### src/rtl/dbd_pkg.sv
package dbd_pkg;
  localparam int CNT_W   = 16;
  localparam int ADDR_W  = 32;
  localparam int WORD_W  = 32;
  localparam int OPC_W   = 4;
  localparam int KEY_W   = 3;
  localparam int SIZE_W  = 3;
  localparam int DESC_W  = 4 * CNT_W + ADDR_W + WORD_W;
  localparam int F_REQ   = 0;
  localparam int F_CMD   = CNT_W;
  localparam int F_ADDR  = 2 * CNT_W;
  localparam int F_DEP   = 2 * CNT_W + ADDR_W;
  localparam int F_TAIL  = F_DEP + WORD_W;

  localparam logic [OPC_W-1:0] OPC_OUT_MORE = 4'd0;
  localparam logic [OPC_W-1:0] OPC_OUT_LAST = 4'd1;
  localparam logic [OPC_W-1:0] OPC_IN_MORE  = 4'd2;
  localparam logic [OPC_W-1:0] OPC_IN_LAST  = 4'd3;
  localparam logic [OPC_W-1:0] OPC_STORE    = 4'd4;
  localparam logic [OPC_W-1:0] OPC_LOAD     = 4'd5;
  localparam logic [OPC_W-1:0] OPC_NOP      = 4'd6;
  localparam logic [OPC_W-1:0] OPC_STOP     = 4'd7;

  localparam logic [KEY_W-1:0] KEY_ILLEGAL  = 3'd4;

  typedef enum logic [2:0] {
    ACT_NOP   = 3'd0,
    ACT_STOP  = 3'd1,
    ACT_OUT   = 3'd2,
    ACT_IN    = 3'd3,
    ACT_LOAD  = 3'd4,
    ACT_STORE = 3'd5,
    ACT_KILL  = 3'd6
  } act_e;

  typedef enum logic [1:0] {
    SQ_IDLE = 2'd0,
    SQ_REQ  = 2'd1,
    SQ_RSP  = 2'd2
  } seq_e;

  typedef struct packed {
    act_e              code;
    logic              last;
    logic [ADDR_W-1:0] addr;
    logic [CNT_W-1:0]  count;
    logic              mem_op;
    logic              mem_wr;
    logic [SIZE_W-1:0] size;
  } dec_t;
endpackage

### src/rtl/dbd_size_norm.sv
module dbd_size_norm
  import dbd_pkg::*;
(
  input  logic [2:0]        req_lo,
  input  logic [ADDR_W-1:0] addr_in,
  output logic [SIZE_W-1:0] size,
  output logic [ADDR_W-1:0] addr_al
);
  always_comb begin
    if (req_lo[2]) begin
      size    = 3'd4;
      addr_al = {addr_in[ADDR_W-1:2], 2'b00};
    end else if (req_lo[1]) begin
      size    = 3'd2;
      addr_al = {addr_in[ADDR_W-1:1], 1'b0};
    end else begin
      size    = 3'd1;
      addr_al = addr_in;
    end
  end
  logic unused_req0;
  assign unused_req0 = req_lo[0];
endmodule

### src/rtl/dbd_field_decode.sv
module dbd_field_decode
  import dbd_pkg::*;
#(
  parameter int MAX_STREAM_KEY = 3,
  parameter int SYS_KEY        = 6
) (
  input  logic [F_TAIL-1:0] desc,
  output dec_t              dec,
  output logic              kill,
  output logic              stop
);
  localparam logic [KEY_W-1:0] MAX_KEY = KEY_W'(MAX_STREAM_KEY);
  localparam logic [KEY_W-1:0] SYSK    = KEY_W'(SYS_KEY);

  logic [CNT_W-1:0]  req;
  logic [CNT_W-1:0]  cmd;
  logic [ADDR_W-1:0] addr;
  logic [OPC_W-1:0]  opc;
  logic [KEY_W-1:0]  key;
  logic [SIZE_W-1:0] w_size;
  logic [ADDR_W-1:0] w_addr;
  logic              bad_xfer;

  assign req  = desc[F_REQ  +: CNT_W];
  assign cmd  = desc[F_CMD  +: CNT_W];
  assign addr = desc[F_ADDR +: ADDR_W];
  assign opc  = cmd[15:12];
  assign key  = cmd[10:8];

  logic unused_cmd;
  assign unused_cmd = ^{cmd[11], cmd[7:0], desc[F_DEP +: WORD_W]};

  dbd_size_norm u_size (
    .req_lo  (req[2:0]),
    .addr_in (addr),
    .size    (w_size),
    .addr_al (w_addr)
  );

  assign bad_xfer = (key > MAX_KEY) || (key == KEY_ILLEGAL) || (addr == '0);

  always_comb begin
    dec      = '0;
    dec.code = ACT_KILL;
    case (opc)
      OPC_NOP:  dec.code = ACT_NOP;
      OPC_STOP: dec.code = ACT_STOP;
      OPC_OUT_MORE, OPC_OUT_LAST, OPC_IN_MORE, OPC_IN_LAST: begin
        if (!bad_xfer) begin
          dec.code  = opc[1] ? ACT_IN : ACT_OUT;
          dec.last  = opc[0];
          dec.addr  = addr;
          dec.count = req;
        end
      end
      OPC_STORE, OPC_LOAD: begin
        if (key == SYSK && key != KEY_ILLEGAL) begin
          dec.code   = (opc == OPC_LOAD) ? ACT_LOAD : ACT_STORE;
          dec.addr   = w_addr;
          dec.count  = CNT_W'(w_size);
          dec.mem_op = 1'b1;
          dec.mem_wr = (opc == OPC_STORE);
          dec.size   = w_size;
        end
      end
      default: dec.code = ACT_KILL;
    endcase
  end

  assign kill = (dec.code == ACT_KILL);
  assign stop = (dec.code == ACT_STOP);
endmodule

### src/rtl/dbd_store_shift.sv
module dbd_store_shift
  import dbd_pkg::*;
(
  input  logic [WORD_W-1:0] dep,
  input  logic [SIZE_W-1:0] size,
  output logic [WORD_W-1:0] wdata
);
  always_comb begin
    case (size)
      3'd2:    wdata = dep >> 16;
      3'd1:    wdata = dep >> 24;
      default: wdata = dep;
    endcase
  end
endmodule

### src/rtl/dbd_load_merge.sv
module dbd_load_merge
  import dbd_pkg::*;
(
  input  logic [WORD_W-1:0] dep,
  input  logic [WORD_W-1:0] rdata,
  input  logic [SIZE_W-1:0] size,
  output logic [WORD_W-1:0] merged
);
  always_comb begin
    case (size)
      3'd2:    merged = {rdata[15:0], dep[15:0]};
      3'd1:    merged = {rdata[7:0], dep[23:0]};
      default: merged = rdata;
    endcase
  end
endmodule

### src/rtl/dbd_mem_seq.sv
module dbd_mem_seq
  import dbd_pkg::*;
(
  input  logic clk,
  input  logic rst_n,
  input  logic start,
  input  logic start_write,
  input  logic req_ready,
  input  logic rsp_valid,
  output logic idle,
  output logic req_valid,
  output logic load_done
);
  seq_e state;
  logic write_q;

  always_ff @(posedge clk) begin
    if (!rst_n) begin
      state   <= SQ_IDLE;
      write_q <= 1'b0;
    end else begin
      case (state)
        SQ_IDLE: if (start) begin
          state   <= SQ_REQ;
          write_q <= start_write;
        end
        SQ_REQ:  if (req_ready) state <= write_q ? SQ_IDLE : SQ_RSP;
        SQ_RSP:  if (rsp_valid) state <= SQ_IDLE;
        default: state <= SQ_IDLE;
      endcase
    end
  end

  assign idle      = (state == SQ_IDLE);
  assign req_valid = (state == SQ_REQ);
  assign load_done = (state == SQ_RSP) && rsp_valid;
endmodule

### src/rtl/dbd_decoder.sv
module dbd_decoder
  import dbd_pkg::*;
#(
  parameter int MAX_STREAM_KEY = 3,
  parameter int SYS_KEY        = 6
) (
  input  logic              clk,
  input  logic              rst_n,
  input  logic              desc_valid,
  output logic              desc_ready,
  input  logic [DESC_W-1:0] desc_word,
  output logic              act_valid,
  output logic [2:0]        act_code,
  output logic              act_last,
  output logic [ADDR_W-1:0] act_addr,
  output logic [CNT_W-1:0]  act_count,
  output logic              st_set_dead,
  output logic              st_clr_active,
  output logic              st_clr_dead,
  output logic              st_clr_flush,
  output logic              irq_raise,
  output logic              mem_req_valid,
  input  logic              mem_req_ready,
  output logic              mem_req_write,
  output logic [ADDR_W-1:0] mem_req_addr,
  output logic [SIZE_W-1:0] mem_req_size,
  output logic [WORD_W-1:0] mem_req_wdata,
  input  logic              mem_rsp_valid,
  input  logic [WORD_W-1:0] mem_rsp_rdata,
  output logic              dep_valid,
  output logic [WORD_W-1:0] dep_word
);
  dec_t              dec;
  logic              kill, stop;
  logic              accept;
  logic              seq_idle, load_done;
  logic [WORD_W-1:0] st_data, merged;
  logic [WORD_W-1:0] dep_q;

  logic unused_tail;
  assign unused_tail = ^desc_word[DESC_W-1:F_TAIL];

  dbd_field_decode #(
    .MAX_STREAM_KEY (MAX_STREAM_KEY),
    .SYS_KEY        (SYS_KEY)
  ) u_dec (
    .desc (desc_word[F_TAIL-1:0]),
    .dec  (dec),
    .kill (kill),
    .stop (stop)
  );

  dbd_store_shift u_shift (
    .dep   (desc_word[F_DEP +: WORD_W]),
    .size  (dec.size),
    .wdata (st_data)
  );

  dbd_load_merge u_merge (
    .dep    (dep_q),
    .rdata  (mem_rsp_rdata),
    .size   (mem_req_size),
    .merged (merged)
  );

  dbd_mem_seq u_seq (
    .clk         (clk),
    .rst_n       (rst_n),
    .start       (accept && dec.mem_op),
    .start_write (dec.mem_wr),
    .req_ready   (mem_req_ready),
    .rsp_valid   (mem_rsp_valid),
    .idle        (seq_idle),
    .req_valid   (mem_req_valid),
    .load_done   (load_done)
  );

  assign desc_ready = seq_idle;
  assign accept     = desc_valid && desc_ready;

  always_ff @(posedge clk) begin
    if (!rst_n) begin
      act_valid     <= 1'b0;
      act_code      <= '0;
      act_last      <= 1'b0;
      act_addr      <= '0;
      act_count     <= '0;
      st_set_dead   <= 1'b0;
      st_clr_active <= 1'b0;
      st_clr_dead   <= 1'b0;
      st_clr_flush  <= 1'b0;
      irq_raise     <= 1'b0;
      mem_req_write <= 1'b0;
      mem_req_addr  <= '0;
      mem_req_size  <= '0;
      mem_req_wdata <= '0;
      dep_q         <= '0;
      dep_valid     <= 1'b0;
      dep_word      <= '0;
    end else begin
      act_valid     <= accept;
      st_set_dead   <= accept && kill;
      st_clr_active <= accept && (kill || stop);
      st_clr_dead   <= accept && stop;
      st_clr_flush  <= accept && stop;
      irq_raise     <= accept && kill;
      dep_valid     <= load_done;
      if (accept) begin
        act_code  <= dec.code;
        act_last  <= dec.last;
        act_addr  <= dec.addr;
        act_count <= dec.count;
      end
      if (accept && dec.mem_op) begin
        mem_req_write <= dec.mem_wr;
        mem_req_addr  <= dec.addr;
        mem_req_size  <= dec.size;
        mem_req_wdata <= dec.mem_wr ? st_data : '0;
        dep_q         <= desc_word[F_DEP +: WORD_W];
      end
      if (load_done) dep_word <= merged;
    end
  end
endmodule

### config.mk
export PLATFORM = sky130hd
export DESIGN_NAME = dbd_decoder
export DESIGN_NICKNAME = d
export VERILOG_FILES = /design/src/rtl/dbd_pkg.sv /design/src/rtl/dbd_size_norm.sv /design/src/rtl/dbd_field_decode.sv /design/src/rtl/dbd_store_shift.sv /design/src/rtl/dbd_load_merge.sv /design/src/rtl/dbd_mem_seq.sv /design/src/rtl/dbd_decoder.sv
export SDC_FILE = /design/constraint.sdc
export NUM_CORES = 1
export LEC_CHECK = 0
export BUFFER_PORTS_ARGS = -buffer_cell sky130_fd_sc_hd__buf_2
export CAP_MARGIN = 10
export CORE_MARGIN = 5
export CORE_UTILIZATION = 43
export DETAILED_ROUTE_END_ITERATION = 10
export PLACE_DENSITY_LB_ADDON = 0.3
export REMOVE_ABC_BUFFERS = 1
export SLEW_MARGIN = 20
export SYNTH_ARGS = -nofsm -noshare
export SYNTH_HDL_FRONTEND = slang
export SYNTH_SLANG_ARGS = --single-unit
### constraint.sdc
create_clock -name clk -period 1.6 [get_ports clk]
set_input_delay 0.32 -clock clk [delete_from_list [all_inputs] [get_ports clk]]
set_output_delay 0.32 -clock clk [all_outputs]
set_load 0.05 [all_outputs]
After elaboration in Yosys (flattened, before gate mapping)
Cells that the tools add are included.
{"block": "word_totals", "regBits": 184, "inputBits": 165, "elab_cells": 77}
{"block": "op_classes", "n_lt_le_gt_ge": 1, "eq_ne": 21, "mux": 21, "reduce_logical": 17}
{"operator": "one-hot mux 32 bit (2 select lines)", "n": 2}
{"operator": "one-hot mux 48 bit (2 select lines)", "n": 1}
{"operator": "two-way mux 53 bit", "n": 1}
{"operator": "two-way mux 52 bit", "n": 1}
{"operator": "logical NOT 32 bit", "n": 1}
{"operator": "two-way mux 32 bit", "n": 1}
{"operator": "equality test 4 x 3 -> 1 bit, second input constant", "n": 4}
{"operator": "two-way mux 2 bit", "n": 6}
{"operator": "one-hot mux 3 bit (4 select lines)", "n": 1}
{"operator": "equality test 3 x 1 -> 1 bit, second input constant", "n": 3}
{"operator": "equality test 3 bit, second input constant", "n": 3}
{"operator": "equality test 4 x 2 -> 1 bit, second input constant", "n": 2}
{"operator": "logical AND 1 bit", "n": 7}
{"operator": "equality test 3 x 2 -> 1 bit, second input constant", "n": 2}
{"operator": "two-way mux 3 bit", "n": 2}
{"operator": "one-hot mux 2 bit (3 select lines)", "n": 1}
{"operator": "two-way mux 5 bit", "n": 1}
{"operator": "equality test 4 x 1 -> 1 bit, second input constant", "n": 1}
{"operator": "logical NOT 4 bit", "n": 1}
{"operator": "two-way mux 1 bit", "n": 4}
{"operator": "inequality test 2 x 1 -> 1 bit, second input constant", "n": 2}
{"operator": "OR reduction 4 bit", "n": 1}
{"operator": "greater-than comparator 3 x 2 -> 1 bit, second input constant", "n": 1}
{"operator": "logical OR 1 bit", "n": 3}
{"operator": "8 further kinds", "n": 8}

Logic depth before layout (Yosys ltp)
{"block": "depth", "word_depth": 8, "ltp_mapped": 6}

Modules after synthesis
From an unflattened synthesis, not the netlist that was laid out.
{"block": "unflattened", "hier_cells": 1155, "area_unflattened_um2": 10209.8}
{"module": "dbd_decoder", "instances": 1, "cells_each": 793, "area_each_um2": 7511.0, "seq_area_each_um2": 3783.6}
{"module": "dbd_load_merge", "instances": 1, "cells_each": 114, "area_each_um2": 934.6, "seq_area_each_um2": 0.0}
{"module": "dbd_store_shift", "instances": 1, "cells_each": 112, "area_each_um2": 706.9, "seq_area_each_um2": 0.0}
{"module": "dbd_field_decode", "instances": 1, "cells_each": 83, "area_each_um2": 639.4, "seq_area_each_um2": 0.0}
{"module": "dbd_size_norm", "instances": 1, "cells_each": 35, "area_each_um2": 261.5, "seq_area_each_um2": 0.0}
{"module": "dbd_mem_seq", "instances": 1, "cells_each": 18, "area_each_um2": 156.4, "seq_area_each_um2": 60.1}

Worst setup path after synthesis
OpenSTA, ideal clock, no wires.
{"block": "synth_timing", "path_kind": "reg-to-reg", "startpoint": "register mem_req_size[1]", "endpoint": "register dep_word[12]", "setup_time_ns": 0.091, "t_arrival_ns": 1.736, "required_time_ns": 1.509, "slack_ns": -0.227, "stages_incl_launch_ff": 5, "n_path_buf": 1, "synth_period_minus_slack_ns": 1.827, "path_cell_list": "dfxtp_1 -> nor3b_1 -> clkbuf_1 -> o21ai_0 -> a311oi_1"}
{"block": "synth_between", "elab_chain_len": 2, "word_cells_on_any_way": 3, "classes_between": "2 x eq/ne; 1 x mux"}
{"element": "start: declaration", "line": "dbd_decoder.sv:26", "source": "output logic [SIZE_W-1:0] mem_req_size,"}
{"element": "start signal: assignment", "line": "dbd_decoder.sv:117", "source": "mem_req_size <= dec.size;"}
{"element": "equality test 3 x 1 -> 1 bit or equality test 3 x 2 -> 1 bit (tied branches)", "line": "dbd_load_merge.sv:10", "source": "case (size)"}
{"element": "one-hot mux 32 bit (2 select lines) *", "line": "dbd_load_merge.sv:10"}
{"element": "end signal: assignment", "line": "dbd_decoder.sv:121", "source": "if (load_done) dep_word <= merged;"}
{"element": "end: declaration", "line": "dbd_decoder.sv:31", "source": "output logic [WORD_W-1:0] dep_word"}
Every way passes the cells marked *; elsewhere a longest branch is shown, timed or not.
A chain may end at the register's enable or synchronous reset.

Worst setup path after layout
{"block": "layout_timing", "startpoint": "register u_seq.state[0]", "endpoint": "register act_addr[23]"}
{"block": "layout_between", "elab_chain_len": 2}
{"element": "start: declaration", "line": "dbd_mem_seq.sv:14", "source": "seq_e state;"}
{"element": "start signal: assignment", "line": "dbd_mem_seq.sv:27", "source": "SQ_REQ: if (req_ready) state <= write_q ? SQ_IDLE : SQ_RSP;"}
{"element": "logical NOT 2 bit", "line": "dbd_mem_seq.sv:34", "source": "assign idle = (state == SQ_IDLE);"}
{"element": "logical AND 1 bit", "line": "dbd_decoder.sv:79", "source": "assign accept = desc_valid && desc_ready;"}
{"element": "end signal: assignment", "line": "dbd_decoder.sv:111", "source": "act_addr <= dec.addr;"}
{"element": "end: declaration", "line": "dbd_decoder.sv:15", "source": "output logic [ADDR_W-1:0] act_addr,"}
No other way between the ends.

==> impl_metrics.yaml <==
yosys:
  synth_cell_types: 47
  synthArstFlopShare: 0
  muxShareOfSynthArea: 0.001371
  synth_fa_ha_area_frac: 0
  synth_compound_area_frac: 0.2550
  synth_top_family_by_area: "compound AO/OA/AOI/OAI gates"
  ys.flop_type: "dfxtp_1"
  ys_seq_elements: 184
  netlist_area_sq_um: 7302
  synth_edf_count: 0
  synth.largest_area_cell: "dfxtp_1"
  seq_area_frac_synth: 0.5045
  synth-xor-area-share: 0
  synthTopCellsByCount: "197 x nand2_1, 184 x dfxtp_1, 79 x o21ai_0"
  synth-simple-area-share: 0.1845
  yosysWarnings: 0
  synth.avg_cell_area_sq_um: 8.641
  yosysMostFrequentCell: "nand2_1"
  syn_inst: 845
  synthTopCellsByArea: "dfxtp_1 50%, nand2_1 10%, o21ai_0 5.4%"
  synth_top_area_frac: 0.5045
sta:
  min_period_ns: 1.662
  setup_violations: 10
  max_clock_freq_mhz: 601.6
  setup_slack_ns: -0.06211
  slew_headroom: 0.6346
  hold_viol: 0
  drv_slew: 0
  tns_ns: -0.1312
  rsz0062_at_grt: "true"
  tightestPinTransition_ns: 0.5481
  skew_ns: 0.01202
  post-route-period-util: 1.039
min_path:
  worst_hold_path_type: "in -> reg"
  min_from: "desc_word[15]"
placement:
  place_ws_ns: -0.4446
  post-dp-hpwl_um: 17340
  gp_congestion: 0.8197
  port_buffers: 284
  placed_area_sq_um: 9462
floorplanning:
  rows: 47
  die_h_um: 140.3
  die_x_um: 140.3
  io-pin-count: 326
  core_sq_um: 16640
  start_util: 0.4388
  fp.dieArea_sq_um: 19690
outcome:
  outcome: "finished, violations left"
  failed_checks: "negative setup slack"
drt:
  viasPerCell: 5.640
  ant_nets: 0
  drt-initial-drc-count: 622
  wl_per_cell_um: 18.72
  vias: 8026
  drt_pass1_iterations: 5
  drc: 0
  wirelength_um: 26640
global_routing:
  grt_pass1_vias: 7476
  antenna_found_initial: 0
  track_usage: 0.2438
  grt_max_degree: 66
  overflow: 0
  grt_pass1_wl_um: 39340
critical_path:
  r2r_start: "u_seq.state[0]$_SDFFE_PN0P_"
  r2r_slack_ns: -0.06
  worstPathRequired_ns: 1.92
  crit_start: "u_seq.state[0]$_SDFFE_PN0P_"
  cp_data_arrival_time_ns: 1.98
  critPathMaxFanout: 6
  cp-end-kind: "flip-flop"
  start_kind: "flip-flop"
  critical_path_class: "reg -> reg"
clock_tree:
  cts_hold_buf: 0
  cts_root_buf: "clkbuf_16"
  cts_num_sinks: 184
  clk_latency_ns: 0.43
  clock_path_buffers: 2
  cts_max_level: 4
  cts_inserted_buffers: 17
  tritoncts: "yes"
  path_clk_slew_ns: 0.07
layout:
  postLayoutCellArea_sq_um: 10870
  nets: 1355
  antenna_cells: 0
  drive_gt1_frac: 0.4156
  final_util: 0.6529
  areaGrowthSynthToFinish_pct: 48.80
power:
  ir_worst_vdd_uv: 711.2
  cellPowerDensity_nw_per_um2: 922.6
  leakage_nw: 4.725
run:
  maxCapViolations: 0
[path summary, 6_finish.rpt]
kind / endpoint / depth (start not counted)
worst max register to register: act_addr[23]$_SDFFE_PN0P_ / 9
worst min register to register: dep_q[4]$_SDFFE_PN0P_ / 2
worst min-delay path: act_count[15]$_SDFFE_PN0P_ / 2
worst max-delay path: act_addr[23]$_SDFFE_PN0P_ / 9
[where the power goes]
part | switching (W) | internal [W] | total (W) | leakage [nW]
registers | 0.0000139 | 0.00460 | 0.00462 | 1.48
logic | 0.000525 | 0.000380 | 0.000905 | 2.93
clock network | 0.00189 | 0.00261 | 0.00450 | 0.313
total | 0.00243 | 0.00760 | 0.0100 | 4.72
[stage by stage]
stage	std cells	hold slack, ns	power, W
after floorplan	769	0.4296	0.005002
after global placement	1365	0.4394	0.005483
after detailed placement	1365	0.4436	0.005486
after CTS	1405	0.1034	0.009960
after global routing	1423	0.1079	0.01032
final	1423	0.1216	0.01002
[area by class of cell]
cell class                 instances  area (sq um)
sequential                       184          3686
fill                            1388          5777
clock inverter                    12         163.9
multi-input combinational        583          3467
inverter                           2         8.758
tap                              220         275.3
clock buffer                      20         466.7
timing repair buffer             402          2798
[per-layer routing]
metal  up-vias  routed length, um  global-route usage
li1       3772                  -                   -
met1      3787              10580              0.3011
met2       404              12510              0.4020
met3        63               2743             0.07805
met4         0                808             0.08414
met5         -                  0                   0
[kinds of logic after synthesis]
kind of cell | Yosys count
buffers and inverters | 78
and+or+nand+nor | 302
DFF | 184
muxes | 1
AOI/OAI and AO/OA | 280
[worst max-delay path, cell delays in order (launching register included)]
cell	delay (ns)
dfxtp_2	0.34
buf_6	0.11
nor3b_2	0.16
buf_4	0.18
buf_6	0.11
nor2_4	0.04
buf_12	0.14
clkbuf_16	0.15
a32oi_1	0.21
o21ai_1	0.10
[sequential cells by signal (all words and copies together), names as in the netlist, 2 cells and up]
name           cells
mem_req_addr      32
act_count         16
dep_q             24
mem_req_size       3
act_addr          32
u_seq.state        2
act_code           3
dep_word          32
mem_req_wdata     32
[what timing repair did]
| item | CTS | global route |
|---|---|---|
| resized for setup | 25 | 100 |
| setup buffers | 7 | 4 |
| gates cloned | 1 | 15 |
| pin swaps | 10 | 35 |
| setup endpoints to repair | 116 | 144 |
[layout by cell type (no fill, tap or decap), types with 19 or more instances in the layout]
cell / n
buf_2: 282
clkbuf_16: 28
o21ai_1: 37
a32oi_1: 37
dfxtp_1: 182
a21oi_1: 44
nand2_1: 185
nor2_1: 40
a21oi_2: 19
a22oi_1: 28
o21ai_0: 40
buf_4: 74
No activity file was read; power rests on OpenSTA's default activity.
